`src/rtl/dmbx_pkg.sv`:
```
package dmbx_pkg;

    typedef enum logic [2:0] {
        RGN_L2H,
        RGN_H2L,
        RGN_STATUS,
        RGN_ENABLE,
        RGN_NONE
    } region_e;

    function automatic region_e decode_region(int unsigned waddr, int unsigned nbox);
        if (waddr < nbox)                 return RGN_L2H;
        else if (waddr < 2 * nbox)        return RGN_H2L;
        else if (waddr == 2 * nbox)       return RGN_STATUS;
        else if (waddr == 2 * nbox + 1)   return RGN_ENABLE;
        else                              return RGN_NONE;
    endfunction

endpackage

```
`src/rtl/dmbx_store.sv`:
```
module dmbx_store #(
    parameter int NUM_BOX = 8,
    parameter int DATA_W  = 32,
    localparam int IDX_W  = $clog2(NUM_BOX)
) (
    input  logic                           clk,
    input  logic                           rst_n,
    input  logic                           wr_en,
    input  logic [IDX_W-1:0]               wr_idx,
    input  logic [DATA_W-1:0]              wr_data,
    output logic [NUM_BOX-1:0][DATA_W-1:0] boxes,
    output logic [NUM_BOX-1:0]             set_vec
);

    for (genvar g = 0; g < NUM_BOX; g++) begin : g_box
        logic hit;
        assign hit        = wr_en && (wr_idx == IDX_W'(g));
        assign set_vec[g] = hit;

        always_ff @(posedge clk) begin
            if (!rst_n)   boxes[g] <= '0;
            else if (hit) boxes[g] <= wr_data;
        end
    end

    AST_IDLE_HOLDS: assert property (@(posedge clk) disable iff (!rst_n)
        !wr_en |=> $stable(boxes));

endmodule

```
`src/rtl/dmbx_irq_ctrl.sv`:
```
module dmbx_irq_ctrl #(
    parameter int NUM_BOX = 8
) (
    input  logic               clk,
    input  logic               rst_n,
    input  logic [NUM_BOX-1:0] set_vec,
    input  logic               stat_we,
    input  logic               en_we,
    input  logic [NUM_BOX-1:0] field,
    output logic [NUM_BOX-1:0] status,
    output logic [NUM_BOX-1:0] enable,
    output logic               irq
);

    logic [NUM_BOX-1:0] clr_vec;
    assign clr_vec = stat_we ? field : '0;

    always_ff @(posedge clk) begin
        if (!rst_n) begin
            status <= '0;
            enable <= '0;
        end else begin
            status <= (status & ~clr_vec) | set_vec;
            if (en_we) enable <= field;
        end
    end

    assign irq = |(status & enable);

    AST_SET_WINS: assert property (@(posedge clk) disable iff (!rst_n)
        (set_vec != '0) |=> ((status & $past(set_vec)) == $past(set_vec)));

    AST_CLEAR_TAKES: assert property (@(posedge clk) disable iff (!rst_n)
        (stat_we && ((field & ~set_vec) != '0)) |=> ((status & $past(field & ~set_vec)) == '0));

    AST_STATUS_QUIET: assert property (@(posedge clk) disable iff (!rst_n)
        ((set_vec == '0) && !stat_we) |=> $stable(status));

endmodule

```
`src/rtl/dmbx_port.sv`:
```
module dmbx_port
    import dmbx_pkg::*;
#(
    parameter int NUM_BOX    = 8,
    parameter int DATA_W     = 32,
    parameter int ADDR_W     = 5,
    parameter int STAT_LSB   = 16,
    parameter bit OWN_IS_L2H = 1'b1,
    localparam int IDX_W     = $clog2(NUM_BOX)
) (
    input  logic                           clk,
    input  logic                           rst_n,
    input  logic [ADDR_W-1:0]              addr,
    input  logic                           write,
    input  logic [DATA_W-1:0]              wdata,
    input  logic                           read,
    input  logic [NUM_BOX-1:0][DATA_W-1:0] l2h_boxes,
    input  logic [NUM_BOX-1:0][DATA_W-1:0] h2l_boxes,
    input  logic [NUM_BOX-1:0]             status,
    input  logic [NUM_BOX-1:0]             enable,
    output logic [DATA_W-1:0]              rdata,
    output logic                           box_we,
    output logic [IDX_W-1:0]               box_idx,
    output logic                           stat_we,
    output logic                           en_we,
    output logic [NUM_BOX-1:0]             field
);

    localparam region_e OWN_RGN = OWN_IS_L2H ? RGN_L2H : RGN_H2L;
    localparam logic [DATA_W-1:0] FIELD_MASK = {NUM_BOX{1'b1}} << STAT_LSB;

    region_e           rgn;
    logic [ADDR_W-1:0] offs;
    logic [DATA_W-1:0] rd_next;

    assign rgn     = decode_region(int'(addr), NUM_BOX);
    assign offs    = (rgn == RGN_H2L) ? addr - ADDR_W'(NUM_BOX) : addr;
    assign box_idx = offs[IDX_W-1:0];
    assign box_we  = write && (rgn == OWN_RGN);
    assign stat_we = write && (rgn == RGN_STATUS);
    assign en_we   = write && (rgn == RGN_ENABLE);
    assign field   = wdata[STAT_LSB +: NUM_BOX];

    always_comb begin
        rd_next = '0;
        unique case (rgn)
            RGN_L2H:    rd_next = l2h_boxes[box_idx];
            RGN_H2L:    rd_next = h2l_boxes[box_idx];
            RGN_STATUS: rd_next[STAT_LSB +: NUM_BOX] = status;
            RGN_ENABLE: rd_next[STAT_LSB +: NUM_BOX] = enable;
            RGN_NONE:   rd_next = '0;
            default:    rd_next = '0;
        endcase
    end

    always_ff @(posedge clk) begin
        if (!rst_n)    rdata <= '0;
        else if (read) rdata <= rd_next;
    end

    AST_RSV_ZERO: assert property (@(posedge clk) disable iff (!rst_n)
        (read && ((rgn == RGN_STATUS) || (rgn == RGN_ENABLE))) |=> ((rdata & ~FIELD_MASK) == '0));

    AST_RDATA_HOLD: assert property (@(posedge clk) disable iff (!rst_n)
        !read |=> $stable(rdata));

endmodule

```
`src/rtl/dual_mailbox.sv`:
```
module dual_mailbox #(
    parameter int NUM_BOX  = 8,
    parameter int DATA_W   = 32,
    parameter int ADDR_W   = 5,
    parameter int STAT_LSB = 16
) (
    input  logic              clk,
    input  logic              rst_n,
    input  logic [ADDR_W-1:0] loc_addr,
    input  logic              loc_write,
    input  logic [DATA_W-1:0] loc_wdata,
    input  logic              loc_read,
    output logic [DATA_W-1:0] loc_rdata,
    output logic              loc_irq,
    input  logic [ADDR_W-1:0] hst_addr,
    input  logic              hst_write,
    input  logic [DATA_W-1:0] hst_wdata,
    input  logic              hst_read,
    output logic [DATA_W-1:0] hst_rdata,
    output logic              hst_irq
);

    localparam int IDX_W = $clog2(NUM_BOX);

    logic [NUM_BOX-1:0][DATA_W-1:0] l2h_boxes, h2l_boxes;
    logic [NUM_BOX-1:0]             l2h_set, h2l_set;
    logic [NUM_BOX-1:0]             loc_status, loc_enable, hst_status, hst_enable;
    logic [NUM_BOX-1:0]             loc_field, hst_field;
    logic                           loc_box_we, hst_box_we;
    logic [IDX_W-1:0]               loc_box_idx, hst_box_idx;
    logic                           loc_stat_we, loc_en_we, hst_stat_we, hst_en_we;

    dmbx_port #(.NUM_BOX(NUM_BOX), .DATA_W(DATA_W), .ADDR_W(ADDR_W),
                .STAT_LSB(STAT_LSB), .OWN_IS_L2H(1'b1)) u_loc_port (
        .clk(clk), .rst_n(rst_n), .addr(loc_addr), .write(loc_write),
        .wdata(loc_wdata), .read(loc_read), .l2h_boxes(l2h_boxes),
        .h2l_boxes(h2l_boxes), .status(loc_status), .enable(loc_enable),
        .rdata(loc_rdata), .box_we(loc_box_we), .box_idx(loc_box_idx),
        .stat_we(loc_stat_we), .en_we(loc_en_we), .field(loc_field));

    dmbx_port #(.NUM_BOX(NUM_BOX), .DATA_W(DATA_W), .ADDR_W(ADDR_W),
                .STAT_LSB(STAT_LSB), .OWN_IS_L2H(1'b0)) u_hst_port (
        .clk(clk), .rst_n(rst_n), .addr(hst_addr), .write(hst_write),
        .wdata(hst_wdata), .read(hst_read), .l2h_boxes(l2h_boxes),
        .h2l_boxes(h2l_boxes), .status(hst_status), .enable(hst_enable),
        .rdata(hst_rdata), .box_we(hst_box_we), .box_idx(hst_box_idx),
        .stat_we(hst_stat_we), .en_we(hst_en_we), .field(hst_field));

    dmbx_store #(.NUM_BOX(NUM_BOX), .DATA_W(DATA_W)) u_l2h_store (
        .clk(clk), .rst_n(rst_n), .wr_en(loc_box_we), .wr_idx(loc_box_idx),
        .wr_data(loc_wdata), .boxes(l2h_boxes), .set_vec(l2h_set));

    dmbx_store #(.NUM_BOX(NUM_BOX), .DATA_W(DATA_W)) u_h2l_store (
        .clk(clk), .rst_n(rst_n), .wr_en(hst_box_we), .wr_idx(hst_box_idx),
        .wr_data(hst_wdata), .boxes(h2l_boxes), .set_vec(h2l_set));

    dmbx_irq_ctrl #(.NUM_BOX(NUM_BOX)) u_loc_irq (
        .clk(clk), .rst_n(rst_n), .set_vec(h2l_set), .stat_we(loc_stat_we),
        .en_we(loc_en_we), .field(loc_field), .status(loc_status),
        .enable(loc_enable), .irq(loc_irq));

    dmbx_irq_ctrl #(.NUM_BOX(NUM_BOX)) u_hst_irq (
        .clk(clk), .rst_n(rst_n), .set_vec(l2h_set), .stat_we(hst_stat_we),
        .en_we(hst_en_we), .field(hst_field), .status(hst_status),
        .enable(hst_enable), .irq(hst_irq));

    AST_HOST_CANNOT_WRITE_L2H: assert property (@(posedge clk) disable iff (!rst_n)
        (hst_write && (hst_addr < ADDR_W'(NUM_BOX)) && !loc_write) |=> $stable(l2h_boxes));

    AST_LOCAL_CANNOT_WRITE_H2L: assert property (@(posedge clk) disable iff (!rst_n)
        (loc_write && (loc_addr >= ADDR_W'(NUM_BOX)) && (loc_addr < ADDR_W'(2*NUM_BOX)) && !hst_write)
        |=> $stable(h2l_boxes));

    AST_DOORBELL_RAISED: assert property (@(posedge clk) disable iff (!rst_n)
        (loc_write && (loc_addr < ADDR_W'(NUM_BOX))) |=> hst_status[$past(loc_addr[IDX_W-1:0])]);

endmodule

```
`config.mk`:
```
export PLATFORM = sky130hd
export DESIGN_NAME = dual_mailbox
export DESIGN_NICKNAME = d
export VERILOG_FILES = /design/src/rtl/dmbx_pkg.sv /design/src/rtl/dmbx_store.sv /design/src/rtl/dmbx_irq_ctrl.sv /design/src/rtl/dmbx_port.sv /design/src/rtl/dual_mailbox.sv
export SDC_FILE = /design/constraint.sdc
export NUM_CORES = 2
export LEC_CHECK = 0
export BUFFER_PORTS_ARGS = -buffer_cell sky130_fd_sc_hd__buf_2
export CAP_MARGIN = 15
export CORE_MARGIN = 2
export CORE_UTILIZATION = 55
export CTS_CLUSTER_SIZE = 40
export DETAILED_ROUTE_END_ITERATION = 10
export PLACE_DENSITY = 0.8
export SLEW_MARGIN = 20
export SYNTH_ARGS = -nofsm -noshare
export SYNTH_HDL_FRONTEND = slang
export SYNTH_SLANG_ARGS = --single-unit
```
`constraint.sdc`:
```
create_clock -name clk -period 2.21 [get_ports clk]
set_input_delay 0.221 -clock clk [delete_from_list [all_inputs] [get_ports clk]]
set_output_delay 0.221 -clock clk [all_outputs]
set_load 0.05 [all_outputs]
```
Yosys cells after proc, flatten, opt, wreduce, memory -nomap -nowiden
Cells that the tools add are included.
{ "word_totals": {"input_bits": 80, "regBits": 608} }
{ "op_classes": {"n_bitwise": 8, "magnitude_cmp": 6, "n_reduce_logical": 28, "mux": 26, "eq_ne": 24, "addsub": 2} }
{ "op_table": {"columns": ["op", "count"], "rows": [
  ["binary-select mux 32 bit (select 3 bit)", 4],
  ["two-way mux 32 bit", 4],
  ["case mux 16 bit (2 select lines)", 2],
  ["case mux 8 bit (4 select lines)", 2],
  ["bitwise AND 8 bit", 4],
  ["case mux 8 bit (2 select lines)", 2],
  ["two-way mux 3 bit", 10],
  ["equality test 3 x 2 -> 1 bit, second input constant", 8],
  ["equality test 3 bit, second input constant", 8],
  ["logical AND 1 bit", 22],
  ["equality test 5 bit, second input constant", 4],
  ["two-way mux 8 bit", 2],
  ["NOT 8 bit", 2],
  ["bitwise OR 8 bit", 2],
  ["OR reduction 8 bit", 2],
  ["equality test 3 x 1 -> 1 bit, second input constant", 4],
  ["zero test 3 bit", 4],
  ["less-than comparator 5 x 4 -> 1 bit, second input constant", 2],
  ["less-than comparator 5 bit, second input constant", 2],
  ["less-than comparator 3 x 4 -> 1 bit, second input constant", 2],
  ["subtractor 3 x 1 -> 3 bit, second input constant", 2]
]} }

Logic depth before layout (Yosys ltp)
{ "depth": {"ltp_word": 11, "mapped_depth": 8, "mapped_depth_nobuf": 4} }

Modules after synthesis
From an unflattened synthesis, not the netlist that was laid out.
{ "unflattened": {"cells_unflattened": 2859, "hier_area_um2": 30402.9} }
{ "by_module_without_submodules": {"columns": ["module", "area_each_um2", "instances", "cells_per_inst"], "rows": [
  ["dmbx_store", 9326.4, 2, 885],
  ["dmbx_port (u_hst_port)", 5251.3, 1, 462],
  ["dmbx_port (u_loc_port)", 5247.5, 1, 517],
  ["dmbx_irq_ctrl", 625.6, 2, 55]
]} }

Worst setup path after synthesis
Ideal clock, no wire load.
{ "synth_path": {"path_kind": "input port to flip-flop", "start": "input port hst_addr[0]", "end": "register u_hst_port.rdata[15]", "arrival_time_ns": 1.661, "setup_time_ns": 0.131, "slack_ns": 0.418, "stages": 6, "t_required_ns": 2.079, "path_cell_list": "buf_2 -> buf_6 -> buf_2 -> mux4_2 -> a221oi_1 -> o21ai_0"} }
{ "synth_between": {"elab_chain_len": 10, "elab_cells_between_ends": 17} }
{ "synth_rtl": {"columns": ["element", "line", "source"], "rows": [
  ["from (decl)", "dual_mailbox.sv:15", "input logic [ADDR_W-1:0] hst_addr,"],
  ["equality test 5 bit", "dmbx_pkg.sv:15", "else if (waddr == 2 * nbox + 1) return RGN_ENABLE;"],
  ["two-way mux 3 bit", "dmbx_pkg.sv:15", null],
  ["two-way mux 3 bit", "dmbx_pkg.sv:14", "else if (waddr == 2 * nbox) return RGN_STATUS;"],
  ["two-way mux 3 bit", "dmbx_pkg.sv:13", "else if (waddr < 2 * nbox) return RGN_H2L;"],
  ["two-way mux 3 bit", "dmbx_pkg.sv:12", "if (waddr < nbox) return RGN_L2H;"],
  ["equality test 3 x 1 -> 1 bit", "dmbx_port.sv:37, dmbx_port.sv:46", null],
  ["two-way mux 3 bit", "dmbx_port.sv:37", "assign offs = (rgn == RGN_H2L) ? addr - ADDR_W'(NUM_BOX) : addr;"],
  ["binary-select mux 32 bit (select 3 bit), on equally long branches", "dmbx_port.sv:48, dmbx_port.sv:47", null],
  ["two-way mux 32 bit, on equally long branches", "dmbx_port.sv:48, dmbx_port.sv:47", null],
  ["case mux 16 bit (2 select lines) (*)", "dmbx_port.sv:46", "unique case (rgn)"],
  ["to (signal assigned)", "dmbx_port.sv:58", "else if (read) rdata <= rd_next;"],
  ["to (decl)", "dmbx_port.sv:21", "output logic [DATA_W-1:0] rdata,"]
]} }
Mark *: on every way between the ends. The rest lies on a longest branch, timed or not. The select of a mux whose other input is x is not followed.
A chain may end at the register's enable or synchronous reset.

Worst setup path after layout
{ "layout_path": {"start": "register u_hst_irq.status[3]", "end": "output port hst_irq"} }
{ "layout_between": {"elab_chain_len": 2} }
{ "layout_rtl": {"columns": ["element", "line", "source"], "rows": [
  ["from (decl)", "dmbx_irq_ctrl.sv:10", "output logic [NUM_BOX-1:0] status,"],
  ["from (signal assigned)", "dmbx_irq_ctrl.sv:23", "status <= (status & ~clr_vec) | set_vec;"],
  ["bitwise AND 8 bit", "dmbx_irq_ctrl.sv:28", "assign irq = |(status & enable);"],
  ["OR reduction 8 bit", "dmbx_irq_ctrl.sv:28", null],
  ["to (decl)", "dual_mailbox.sv:20", "output logic hst_irq"]
]} }
No other way between the ends.

==> summary.md <==
| Metric | Value |
|---|---|
| Max transition margin | `0.257` |
| Seq pwr share | `0.465` |
| Synthesized net count | `3,398` |
| Most frequent cells in the layout | `nand2_1 (1,087), dfxtp_1 (608), a21boi_0 (467), mux4_2 (201), buf_2 (140)` |
| DRT antenna net count | `0` |
| Share of cells above drive strength 1 | `0.188` |
| Pwr/cell area | `677 mW/mm^2` |
| Gr ovfl total | `0` |
| Worst Path Max Fanout | `3` |
| Sw Pwr | `5.74 mW` |
| Post-cts resize count | `0` |
| Cts hold-fix bufs | `65` |
| Layout area overhead | `14.9%` |
| Syn_area_per_cell | `9.26 sq um` |
| Max Cap Viol | `0` |
| Die area | `0.0578 sq mm` |
| Pint | `18.2 mW` |
| Total Neg Setup Slack | `0 ps` |
| Number of I/O port buffers | `145` |
| Clock share of power | `0.453` |
| Area leader, netlist | `dfxtp_1` |
| Critical Path AT | `1620 ps` |
| Switching Fraction | `0.240` |
| Initial drt markers | `3,339` |
| First-pass GRT wire length | `157,000 microns` |
| Root buffer cell | `clkbuf_16` |
| Finish-stage setup viols | `0` |
| Top FF cell, synth | `dfxtp_1` |
| Synthesized cell area | `0.0307 sq mm` |
| WL final | `103,000 microns` |
| CTS buffer count | `61` |
| Cell variety after synth | `55` |
| Worst Tran Pin Value | `1110 ps` |
| Setup bufs post-CTS | `0` |
| Wire per inst | `24.6 microns` |
| Core Footprint | `0.0552 sq mm` |
| Final routed DRC violation total | `0` |
| Starting Density | `0.557` |
| Cell count after synthesis | `3,318` |
| Power share of the combinational group | `0.082` |
| Max Fclk | `544 MHz` |
| Synth top area cells | `dfxtp_1 (40%), mux4_2 (15%), nand2_1 (13%), a21boi_0 (11%), mux2i_1 (4.4%)` |
| Worst hold slack | `81.8 ps` |
| Final period util | `0.831` |
| Total track usage | `0.357` |
| Site row count | `86` |
| CTS tree | `yes` |
| Register area share after synthesis | `0.396` |
| Fin nets | `3,484` |
| Initial antenna violation count | `5` |
| Number of flops mapped to enable cells by yosys | `0` |
| I/O Pins | `146` |
| Finished Cell Area | `0.0353 sq mm` |
| Die height | `240 microns` |
| Final min period | `1840 ps` |
| Worst setup margin | `372 ps` |
| Final Hold Fails | `0` |
| DP HPWL | `66,800 microns` |
| Worst setup path class | `register to output pin` |
| Final Skew | `12.6 ps` |
| Max Buffers Root-to-Sink | `3` |
| H-tree Lvls | `2` |
| P_leak | `12.2 nW` |
| Clock tree sinks | `608` |
| GPL Wtd Cong | `0.999` |
| Worst skew pair latency | `640 ps` |
| Reg clk slew, reported paths | `70 ps` |
| Vias per cell | `6.42` |
| Min-delay worst type | `input pin to register` |
| Dpl ws | `126 ps` |
| Final Max Slew Viols | `0` |
| Max rail drop VDD | `679 uV` |
| Vias in the first global route | `26,500` |
| Placed Area | `0.0326 sq mm` |
| Pwr Total | `23.9 mW` |
| Commonest non-fill, non-tap cell in the layout | `nand2_1` |
| Critical Path Sink Type | `output pin` |
| Synth warn | `0` |
| Unrepaired setup endpoints after global routing | `no` |
| Status | `finished clean` |
| Pin count of the biggest net entering global routing | `274` |
| Die width | `240 microns` |
| DR vias | `27,000` |
| Post-synthesis register bit count | `608` |
| Worst Setup Start Kind | `register` |
| Async S/R FF share, synth | `0` |
| DRT Pass-1 Iters | `7` |
| Yosys top cell area share | `0.396` |
| WP data required | `1990 ps` |
## cells by family after synthesis
logic type      after synthesis  synth area share
mux                         353             0.198
buf+inv                     348            0.0542
flops                       608             0.396
simple gates               1241             0.164
compound gates              768             0.188
## registers in the layout, indices dropped and copies added, names as in the netlist
name	flops
u_loc_irq.enable	8
u_hst_irq.enable	8
u_l2h_store.boxes	256
u_loc_irq.status	8
u_hst_irq.status	8
u_h2l_store.boxes	256
u_loc_port.rdata	32
u_hst_port.rdata	32
## worst max-delay path: stages (launching register included)
cell     delay (ps)
dfxtp_1         330
a22oi_1         240
nand4_1         160
buf_2           240
## per-stage QoR
step,std cells,util
after floorplan,3318,-
after CTS,4201,0.640
after global placement,4024,0.590
final,4205,0.640
after global routing,4204,0.640
after detailed placement,4024,0.590
## Yosys cell counts, drive strengths merged (8+ instances only)
master,instances
a21boi,528
nor2b,33
a222oi,8
a22oi,73
a31oi,16
a221o,18
buf,198
a22o,18
a32oi,14
clkbuf,146
mux4,202
and2,11
nand3,44
a21oi,17
a221oi,10
dfxtp,608
o21a,16
o211ai,29
mux2,16
nor2,18
nor3,11
nand2,1087
mux2i,135
o21ai,19
## routing by layer
metal	routed length [microns]	GRT usage	vias up
li1	-	-	11800
met2	46800	0.562	1823
met4	7120	0.229	2
met3	12700	0.0816	422
met1	36800	0.442	13000
met5	15	0	-
## final cells by class
cell class	count	area (sq um)
flip-flops and latches	608	12200
inverters	3	11.3
clock buffers	93	1860
fillers	4414	19900
diodes	4	10.0
well taps	748	936
repair buffers	368	3120
multi-input cells	2362	17000
clock inverters	19	224
## power groups by stage
stage	Clock (mW)	Sequential, mW	Combinational, mW
6_report	10.8	11.1	1.97
5_1_grt	11.4	11.1	2.04
4_1_cts	10.9	11.1	1.92
3_5_place_dp	0	11.4	1.81
3_3_place_gp	0	11.4	1.79
2_1_floorplan	0	11.4	1.18
## path summary, 6_finish.rpt
kind	from	to	slack (ps)	cells past startpoint
setup / recovery	u_hst_irq.status[3]	hst_irq	370	3
setup reg to reg	u_l2h_store.boxes[99]	u_loc_port.rdata[3]	660	3
hold / removal	hst_read	u_hst_port.rdata[16]	80	3
hold reg to reg	u_l2h_store.boxes[210]	u_l2h_store.boxes[210]	470	2
No activity file was read; power rests on OpenSTA's default activity.
